## src/rtl/fsm_guard_pkg.sv

```systemverilog
package fsm_guard_pkg;

  typedef enum logic {
    GUARD_PARITY = 1'b0,
    GUARD_ONEHOT = 1'b1
  } guard_mode_e;

  localparam int GUARD_MAXW = 64;

  // Odd parity check bit: makes the total number of ones odd.
  function automatic logic odd_par(input logic [GUARD_MAXW-1:0] v);
    return ~(^v);
  endfunction

  // Even parity check bit: makes the total number of ones even.
  function automatic logic even_par(input logic [GUARD_MAXW-1:0] v);
    return ^v;
  endfunction

  // True when exactly one bit is set.
  function automatic logic is_onehot(input logic [GUARD_MAXW-1:0] v);
    int unsigned ones;
    ones = 0;
    for (int i = 0; i < GUARD_MAXW; i++) ones += int'(v[i]);
    return ones == 1;
  endfunction

endpackage

```

## src/rtl/fsm_guard_detect.sv

```systemverilog
module fsm_guard_detect
  import fsm_guard_pkg::*;
#(
  parameter int          W    = 4,
  parameter guard_mode_e MODE = GUARD_PARITY
) (
  input  logic [W-1:0] state_i,
  input  logic [1:0]   par_i,
  output logic         upset_o
);

  localparam int PADW = GUARD_MAXW - W;

  logic [GUARD_MAXW-1:0] state_ext;
  assign state_ext = {{PADW{1'b0}}, state_i};

  generate
    if (MODE == GUARD_PARITY) begin : g_parity
      logic odd_miss;
      logic even_miss;
      assign odd_miss  = par_i[0] != odd_par(state_ext);
      assign even_miss = par_i[1] != even_par(state_ext);
      // Only a disagreement on both check bits is a state upset.
      assign upset_o   = odd_miss && even_miss;
    end else begin : g_onehot
      logic unused_par;
      assign unused_par = ^par_i;
      assign upset_o    = !is_onehot(state_ext);
    end
  endgenerate

endmodule

```

## src/rtl/fsm_guard_store.sv

```systemverilog
module fsm_guard_store
  import fsm_guard_pkg::*;
#(
  parameter int           W           = 4,
  parameter guard_mode_e  MODE        = GUARD_PARITY,
  parameter logic [W-1:0] RESET_STATE = '0
) (
  input  logic         clk,
  input  logic         rst,
  input  logic [W-1:0] load_i,
  output logic [W-1:0] state_q,
  output logic [1:0]   par_q
);

  localparam int PADW = GUARD_MAXW - W;

  always_ff @(posedge clk) begin
    if (rst) state_q <= RESET_STATE;
    else     state_q <= load_i;
  end

  generate
    if (MODE == GUARD_PARITY) begin : g_par
      logic [GUARD_MAXW-1:0] load_ext;
      logic [GUARD_MAXW-1:0] rst_ext;
      assign load_ext = {{PADW{1'b0}}, load_i};
      assign rst_ext  = {{PADW{1'b0}}, RESET_STATE};
      always_ff @(posedge clk) begin
        if (rst) par_q <= {even_par(rst_ext), odd_par(rst_ext)};
        else     par_q <= {even_par(load_ext), odd_par(load_ext)};
      end
    end else begin : g_nopar
      assign par_q = '0;
    end
  endgenerate

endmodule

```

## src/rtl/fsm_upset_guard.sv

```systemverilog
module fsm_upset_guard
  import fsm_guard_pkg::*;
#(
  parameter int           W           = 4,
  parameter guard_mode_e  MODE        = GUARD_PARITY,
  parameter logic [W-1:0] RESET_STATE = 4'b0001,
  parameter logic [W-1:0] RECOVERY    = 4'b1000
) (
  input  logic         clk,
  input  logic         rst,
  input  logic [W-1:0] nxt_state_i,
  output logic [W-1:0] state_o,
  output logic         upset_o
);

  logic [W-1:0] state_q;
  logic [1:0]   par_q;
  logic         upset_det;
  logic [W-1:0] load_state;

  fsm_guard_detect #(.W(W), .MODE(MODE)) u_det (
    .state_i (state_q),
    .par_i   (par_q),
    .upset_o (upset_det)
  );

  // A flagged state is never trusted: the next edge goes to recovery.
  assign load_state = upset_det ? RECOVERY : nxt_state_i;

  fsm_guard_store #(.W(W), .MODE(MODE), .RESET_STATE(RESET_STATE)) u_store (
    .clk     (clk),
    .rst     (rst),
    .load_i  (load_state),
    .state_q (state_q),
    .par_q   (par_q)
  );

  assign state_o = state_q;
  assign upset_o = upset_det;

endmodule

```

## config.mk

```make
export PLATFORM = sky130hd
export DESIGN_NAME = fsm_upset_guard
export DESIGN_NICKNAME = d
export VERILOG_FILES = /design/src/rtl/fsm_guard_pkg.sv /design/src/rtl/fsm_guard_detect.sv /design/src/rtl/fsm_guard_store.sv /design/src/rtl/fsm_upset_guard.sv
export SDC_FILE = /design/constraint.sdc
export NUM_CORES = 1
export LEC_CHECK = 0
export ABC_AREA = 0
export CAP_MARGIN = 40
export CORE_AREA = 2 2 39 41
export DETAILED_ROUTE_END_ITERATION = 8
export DIE_AREA = 0 0 41 43
export MAX_ROUTING_LAYER = met4
export PLACE_DENSITY = 0.46
export SLEW_MARGIN = 20
export SYNTH_ARGS = -nofsm -noshare
export SYNTH_HDL_FRONTEND = slang
export SYNTH_SLANG_ARGS = --single-unit
```

## constraint.sdc

```tcl
create_clock -name clk -period 1.5 [get_ports clk]
set_clock_uncertainty 0.1 [all_clocks]
set_input_delay 0.225 -clock clk [delete_from_list [all_inputs] [get_ports clk]]
set_output_delay 0.225 -clock clk [all_outputs]
set_load 0.005 [all_outputs]
```

---- Yosys cells after proc, flatten, opt, wreduce, memory -nomap -nowiden ----
Index checks and enable logic that the tools add are counted.
storage, ports and cells
  bits in registers ....................... 6
  input port bits ......................... 6
  word-level logic and storage cells ...... 10
cells by class
  equality and inequality tests ........... 2
  multiplexer cells ....................... 1
  bitwise gates (word level) .............. 2
  reduce and logical (&&, ||, !) cells .... 3
operator list
  cell                  number
  XOR reduction 64 bit  2
  2-to-1 mux 4 bit      1
  != test 1 bit         2
  inverter 1 bit        2
  logical AND 1 bit     1

---- Longest topological paths before layout ----
Gate-level depths: netlist of run 1.
  word-level depth ........................ 7
  depth in mapped cells ................... 4
  depth with buffers taken out ............ 4

---- Hierarchy ----
From an unflattened synthesis of run 1, not the netlist that was laid out.
second synthesis, totals
  cell total of the unflattened synthesis .. 25
  area, all modules ....................... 272.8 µm²
modules (own cells, without submodules)
  module            instances  cells an instance  area an instance (µm²)
  fsm_guard_store   1          15                 191.4
  fsm_guard_detect  1          6                  48.8
  fsm_upset_guard   1          4                  32.5

---- Worst setup path before layout of run 1 ----
OpenSTA, ideal clock, no wires.
  kind .................................... register to register
  start point ............................. reg u_store.state_q[3]
  end point ............................... reg u_store.par_q[1]
  library setup time ...................... 127 ps
  arrival ................................. 1180 ps
  required time ........................... 1273 ps
  slack ................................... 93 ps
  stages on the path, launching flop included .. 5
  path buffers ............................ 0
  period minus slack after synthesis ...... 1407 ps
  path through ............................ dfxtp_1 > xnor2_1 > xnor2_1 > mux2i_1 > or3_1
on the way
  longest elaborated chain between the ends .. 6
ends and longest elaborated chain
  item                      line                                      source
  from (decl)               fsm_guard_store.sv:11                     output logic [W-1:0] state_q,
  from (signal assigned)    fsm_guard_store.sv:19                     else state_q <= load_i;
  XOR reduction 64 bit (*)  fsm_guard_pkg.sv:12, fsm_guard_pkg.sv:17
  inverter 1 bit            fsm_guard_pkg.sv:12                       return ~(^v);
  != test 1 bit             fsm_guard_detect.sv:21                    assign odd_miss = par_i[0] != odd_par(state_ext);
  logical AND 1 bit (*)     fsm_guard_detect.sv:24                    assign upset_o = odd_miss && even_miss;
  named net upset_o         fsm_upset_guard.sv:13                     output logic upset_o
  2-to-1 mux 4 bit (*)      fsm_upset_guard.sv:28                     assign load_state = upset_det ? RECOVERY : nxt_state_i;
  XOR reduction 64 bit (*)  fsm_guard_pkg.sv:17                       return ^v;
  to (signal assigned)      fsm_guard_store.sv:29                     if (rst) par_q <= {even_par(rst_ext), odd_par(rst_ext)};
  to (signal assigned)      fsm_guard_store.sv:30                     else par_q <= {even_par(load_ext), odd_par(load_ext)};
  to (decl)                 fsm_guard_store.sv:12                     output logic [1:0] par_q
Mark *: on every way through the listed nets, which the timed path passes. The rest lies on a longest branch.
A chain may end at the register's enable or synchronous reset.

---- Worst setup path in the final report of run 1 ----
  start point ............................. reg u_store.state_q[1]
  end point ............................... out upset_o
on the way
  longest elaborated chain between the ends .. 4
ends and longest elaborated chain
  item                      line
  XOR reduction 64 bit (*)  fsm_guard_pkg.sv:12, fsm_guard_pkg.sv:17
  inverter 1 bit            fsm_guard_pkg.sv:12
  != test 1 bit             fsm_guard_detect.sv:21
  logical AND 1 bit (*)     fsm_guard_detect.sv:24
  to (decl)                 fsm_upset_guard.sv:13
Mark *: on every way between the ends. The rest lies on a longest branch, timed or not.

==> impl_metrics.ini, run 1 <==
[clock_network]
clk_path_buf_depth = 2
cts-root-buf = clkbuf_4
insertion_delay_ns = 0.24
cts_sinks = 6
cts_max_level = 1
path_clk_slew_ns = 0.04
postCtsHoldBufs = 0
cts_buffers = 3
tritoncts = built

[floorplan]
core-area_um2 = 1380
die_w_um = 41
die_h_um = 43
rows = 14
start_util = 0.175
dieArea_um2 = 1760
top_level_ports = 11

[worst_setup_path]
crit_path_end_kind = output pin
critPathMaxFanout = 2
crit_required_ns = 1.17
crit_type = reg2out
cp-start-kind = flop
r2r_cells = 5
cp_data_arrival_time_ns = 1.29

[logic_synthesis]
syn_inst = 22
syn_nets = 28
synth_simple_gate_area_share = 0.160
synth_compound_area_frac = 0.0722
synth_adder_area_share = 0
synth_top_family_by_area = XOR/XNOR gates
yosys_warnings = 0
synthMuxAreaShare = 0.0412
syn_area_per_cell_um2 = 11.0
ys_types = 11
synth_xor_area_frac = 0.216
mappedNetlistArea_um2 = 243
synth.ff_latch_count = 6
synth_seq_area_share = 0.495

[timing]
clock.fmax_mhz = 619
setup_viol = 1
hold_violations = 0
period_minus_slack_ns = 1.62
period_share = 1.08
timing.slew.headroom = 0.880
setup_slack_ns = -0.116
drv_slew = 0
rsz0062_at_grt = true
tightest_slew_ns = 0.175

[layout]
drive_above_1_share = 0.375
syn2layout_area_growth_pct = 79.4
final_area_um2 = 435
final_common_cell = clkdlybuf4s50_1
antennaDiodeCount = 0
nets = 48
final_cell_mix = clkdlybuf4s50_1, buf_4, xnor2_1, dfxtp_2, clkbuf_4

[power]
comb_power_share = 0.618
power.share.sequential = 0.255
p_leak_nw = 0.197
clockPowerShare = 0.127
powerDensity_nw_per_um2 = 2650
power_switching_w = 0.000356
swShare = 0.308
intPower_w = 0.000798
peakVddDrop_mv = 0.560

[drt]
first_pass_iters = 1
drc_errors = 0
antenna_left = 0
routed_wl_um = 477
route.vias.total = 213
drtIter0Drc = 0
avgRoutedWirePerCell_um = 8.52
via_per_inst = 3.80

[status]
status = finished with violations
violations = setup timing

[placed_design]
portBuffers = 10
place.gp.congestion = 0.592
postPlaceCellArea_um2 = 385
dp_slack_ns = -0.303

[hold_path]
whs_path_depth = 3
hold_path.class = in2reg

[global_route]
overflow = 0
grt_max_degree = 7
grt_pass1_wl_um = 765
antenna_found_initial = 0
grt_pass1_vias = 212
grt_usage = 0.0742

[flow_run]
drv_cap = 0
==> path summary, 6_finish.rpt <==
| path | start | to | slack, ns |
|---|---|---|---|
| worst max register to register | u_store.state_q[1]$_SDFF_PP0_ | u_store.par_q[1]$_SDFF_PP1_ | 0.02 |
| worst max-delay path | u_store.state_q[1]$_SDFF_PP0_ | upset_o | -0.12 |
| worst min register to register | u_store.par_q[1]$_SDFF_PP1_ | u_store.state_q[3]$_SDFF_PP0_ | 0.72 |
| worst min-delay path | nxt_state_i[0] | u_store.state_q[0]$_SDFF_PP1_ | 0.48 |
==> metrics by stage <==
step,power [W],util,cells,setup TNS [ns],hold WS [ns]
final,0.00115,0.315,56,-0.116,0.477
after global routing,0.00124,0.315,56,-0.353,0.508
after CTS,0.00118,0.311,56,-0.149,0.470
after detailed placement,0.000899,0.278,51,-0.337,0.640
after global placement,0.000892,0.278,51,-0.270,0.613
after floorplan,0.000546,-,22,0,0.201
==> timing repair <==
| item | 4_1_cts | 5_1_grt |
|---|---|---|
| pin swaps | 2 | 1 |
| setup buffers | 3 | 0 |
| gates resized for setup | 9 | 2 |
| setup endpoints to repair | 4 | 8 |
==> metal layers <==
| metal | GRT usage | vias to the layer above | wire, um |
|---|---|---|---|
| li1 | - | 109 | - |
| met4 | 0.120 | 0 | 0 |
| met1 | 0.0710 | 98 | 181 |
| met3 | 0.0157 | 0 | 26 |
| met5 | - | - | 0 |
| met2 | 0.0906 | 6 | 268 |
==> area by class of cell <==
class                           count  area, um2
Clock buffer                        3       22.5
Fill cell                         154        948
Inverter                            1       3.75
Multi-Input combinational cell     15        126
Sequential cell                     6        125
Tap cell                           16       20.0
Timing Repair Buffer               15        138
==> kinds of logic (layout without fill, tap and decap cells) <==
group           count (synthesis)  in the layout
flops                           6              6
compound gates                  2              2
simple gates                    6              6
xor+xnor                        6              6
buf+inv                         1             19
mux                             1              1
==> Yosys cell counts, drive strengths merged <==
library cell  n  area share
inv           1       0.015
or3           1       0.026
xor2          1       0.036
nor3          1       0.021
o21bai        1       0.031
nor3b         2       0.062
xnor2         5        0.18
nand2b        2       0.052
o21ba         1       0.041
mux2i         1       0.041
dfxtp         6        0.49
==> power groups by stage <==
stage	registers, W	clock network [W]	logic, W
final	0.000294	0.000147	0.000712
after global routing	0.000306	0.000164	0.000772
after CTS	0.000295	0.000157	0.000727
after detailed placement	0.000277	0	0.000621
after global placement	0.000274	0	0.000617
after floorplan	0.000281	0	0.000266
==> worst max-delay path, cell delays in order, from the launching register on <==
cell and delay [ns]:
dfxtp_2 0.32, xnor2_1 0.17, xnor2_1 0.16, mux2i_1 0.25, buf_2 0.15
==> flip-flops by register name, indices dropped and copies added (netlist names) <==
| name | flops |
|---|---|
| u_store.state_q | 4 |
| u_store.par_q | 2 |
Power figures use the tool's default switching activity.
==> run 2, diff against run 1 <==
--- a/config.mk
+++ b/config.mk
@@ -8,6 +8,7 @@
 export ABC_AREA = 0
 export CAP_MARGIN = 40
 export CORE_AREA = 2 2 39 41
+export CTS_CLUSTER_DIAMETER = 30
 export DETAILED_ROUTE_END_ITERATION = 8
 export DIE_AREA = 0 0 41 43
 export MAX_ROUTING_LAYER = met4
==> results of run 2 <==
No change in the layout: final DEF, timing and power equal those of run 1.
==> run 3, diff against run 2 <==
==> constraint.sdc (replaced) <==
create_clock -name clk -period 1.5 [get_ports clk]
set_clock_uncertainty 0.1 [all_clocks]
set_input_delay 0.225 -clock clk [delete_from_list [all_inputs] [get_ports clk]]
set_output_delay 0.225 -clock clk [all_outputs]
set_load 0.01 [all_outputs]
==> impl_metrics.ini, run 3 (synthesized netlist as in run 1, its figures left out) <==
[status]
status = finished with violations
violations = setup timing

[layout]
largest_reg_flops = 4
antennaDiodeCount = 0
final_cell_mix = clkdlybuf4s50_1, buf_4, xnor2_1
drive_above_1_share = 0.390
top_register = u_store.state_q
fin_util = 0.316
nets = 49
reg_top3 = u_store.state_q x4, u_store.par_q x2
instances_no_fill = 57
final_common_cell = clkdlybuf4s50_1
syn2layout_area_growth_pct = 80.4

[worst_setup_path]
crit_required_ns = 1.17
cpMaxStageDelayCell = dfxtp_2
cp_cell_sequence = xnor2_2 > xnor2_1 > mux2i_2 > buf_2
crit_type = reg2out
rr_startpoint = u_store.state_q[1]$_SDFF_PP0_
cp_data_arrival_time_ns = 1.31
slowest_delay_ns = 0.33
critPathMaxFanout = 2
rrSetupSlack_ns = 0.02
crit_path_start = u_store.state_q[2]$_SDFF_PP0_
cp-start-kind = flop
r2r-end = u_store.par_q[1]$_SDFF_PP1_
endpoint = upset_o
r2r_cells = 5
crit_path_end_kind = output pin

[floorplan]
start_util = 0.175
core-area_um2 = 1380
die_w_um = 41
die_h_um = 43
dieArea_um2 = 1760
top_level_ports = 11
rows = 14

[global_route]
overflow = 0
grt_usage = 0.0764
grt_max_degree = 5
grt_pass1_wl_um = 772
grt_pass1_vias = 217
antenna_found_initial = 0

[power]
p_leak_nw = 0.186
peakVddDrop_mv = 0.789
powerDensity_nw_per_um2 = 2740

[drt]
via_per_inst = 3.91
first_pass_iters = 1
avgRoutedWirePerCell_um = 7.72
route.vias.total = 223
routed_wl_um = 440
drtIter0Drc = 0
drc_errors = 0
antenna_left = 0

[timing]
timing.slew.headroom = 0.860
drv_slew = 0
period_share = 1.09
hold_violations = 0
tightest_slew_ns = 0.208
setup_slack_ns = -0.134
setup_viol = 1
rsz0062_at_grt = true
period_minus_slack_ns = 1.63
clock.fmax_mhz = 612
setup-tns-final_ns = -0.134

[hold_path]
hold_path.class = in2reg

[clock_network]
cts_buffers = 3
tritoncts = built
insertion_delay_ns = 0.25
cts_max_level = 1
clk_path_buf_depth = 2
cts_sinks = 6
postCtsHoldBufs = 0
path_clk_slew_ns = 0.04
cts-root-buf = clkbuf_4

[placed_design]
dp_slack_ns = -0.320
place.gp.congestion = 0.633
portBuffers = 10
post-place-cells = 52

[flow_run]
drv_cap = 0
[run 3: layout make-up]
type / count / area, um2
Multi-Input combinational cell: 15 / 130
Timing Repair Buffer: 16 / 138
Tap cell: 16 / 20.0
Sequential cell: 6 / 124
Inverter: 1 / 3.75
Clock buffer: 3 / 22.5
Fill cell: 149 / 946
[run 3: timing repair]
item,CTS,global route
endpoints found under the setup margin,4,4
setup buffers,2,0
cloned,0,0
resized for setup,8,2
pin swaps,2,1
endpoints found under the hold margin,0,0
[run 3: power by group]
group	total [W]	leakage, nW	internal, W	switching (W)
clock	0.000150	0.0138	0.0000905	0.0000591
combinational	0.000761	0.122	0.000481	0.000280
sequential	0.000290	0.0504	0.000242	0.0000480
total	0.00120	0.186	0.000814	0.000387
[run 3: layer usage]
layer / global-route usage / vias to the layer above / wire length (um)
met5: - / - / 0
met4: 0.100 / 0 / 11
met3: 0.0471 / 2 / 29
met2: 0.0875 / 10 / 234
met1: 0.0714 / 98 / 165
li1: - / 113 / -
[run 3: through the flow]
stage	instance area (um2)	power [W]	hold WS (ns)
2_1_floorplan	246	0.000621	0.201
3_3_place_gp	397	0.000965	0.620
3_5_place_dp	397	0.000974	0.643
4_1_cts	435	0.00121	0.491
5_1_grt	438	0.00129	0.499
6_report	438	0.00120	0.487
[run 3: critical path, delay by kind of cell (launching register included)]
family | cells | cell delay [ns]
xor+xnor | 2 | 0.33
flops | 1 | 0.33
buf+inv | 1 | 0.16
mux | 1 | 0.24
[run 3: worst min path at each step]
stage / start / end / slack [ns] / cells after the start
floorplan: rst / u_store.state_q[1]$_SDFF_PP0_ / 0.20 / 1
global placement: u_store.par_q[1]$_SDFF_PP1_ / u_store.state_q[0]$_SDFF_PP1_ / 0.62 / 4
detailed placement: u_store.par_q[1]$_SDFF_PP1_ / u_store.state_q[0]$_SDFF_PP1_ / 0.64 / 4
CTS: nxt_state_i[2] / u_store.state_q[2]$_SDFF_PP0_ / 0.49 / 2
global route: nxt_state_i[2] / u_store.state_q[2]$_SDFF_PP0_ / 0.50 / 2
finish: nxt_state_i[1] / u_store.state_q[1]$_SDFF_PP0_ / 0.49 / 2
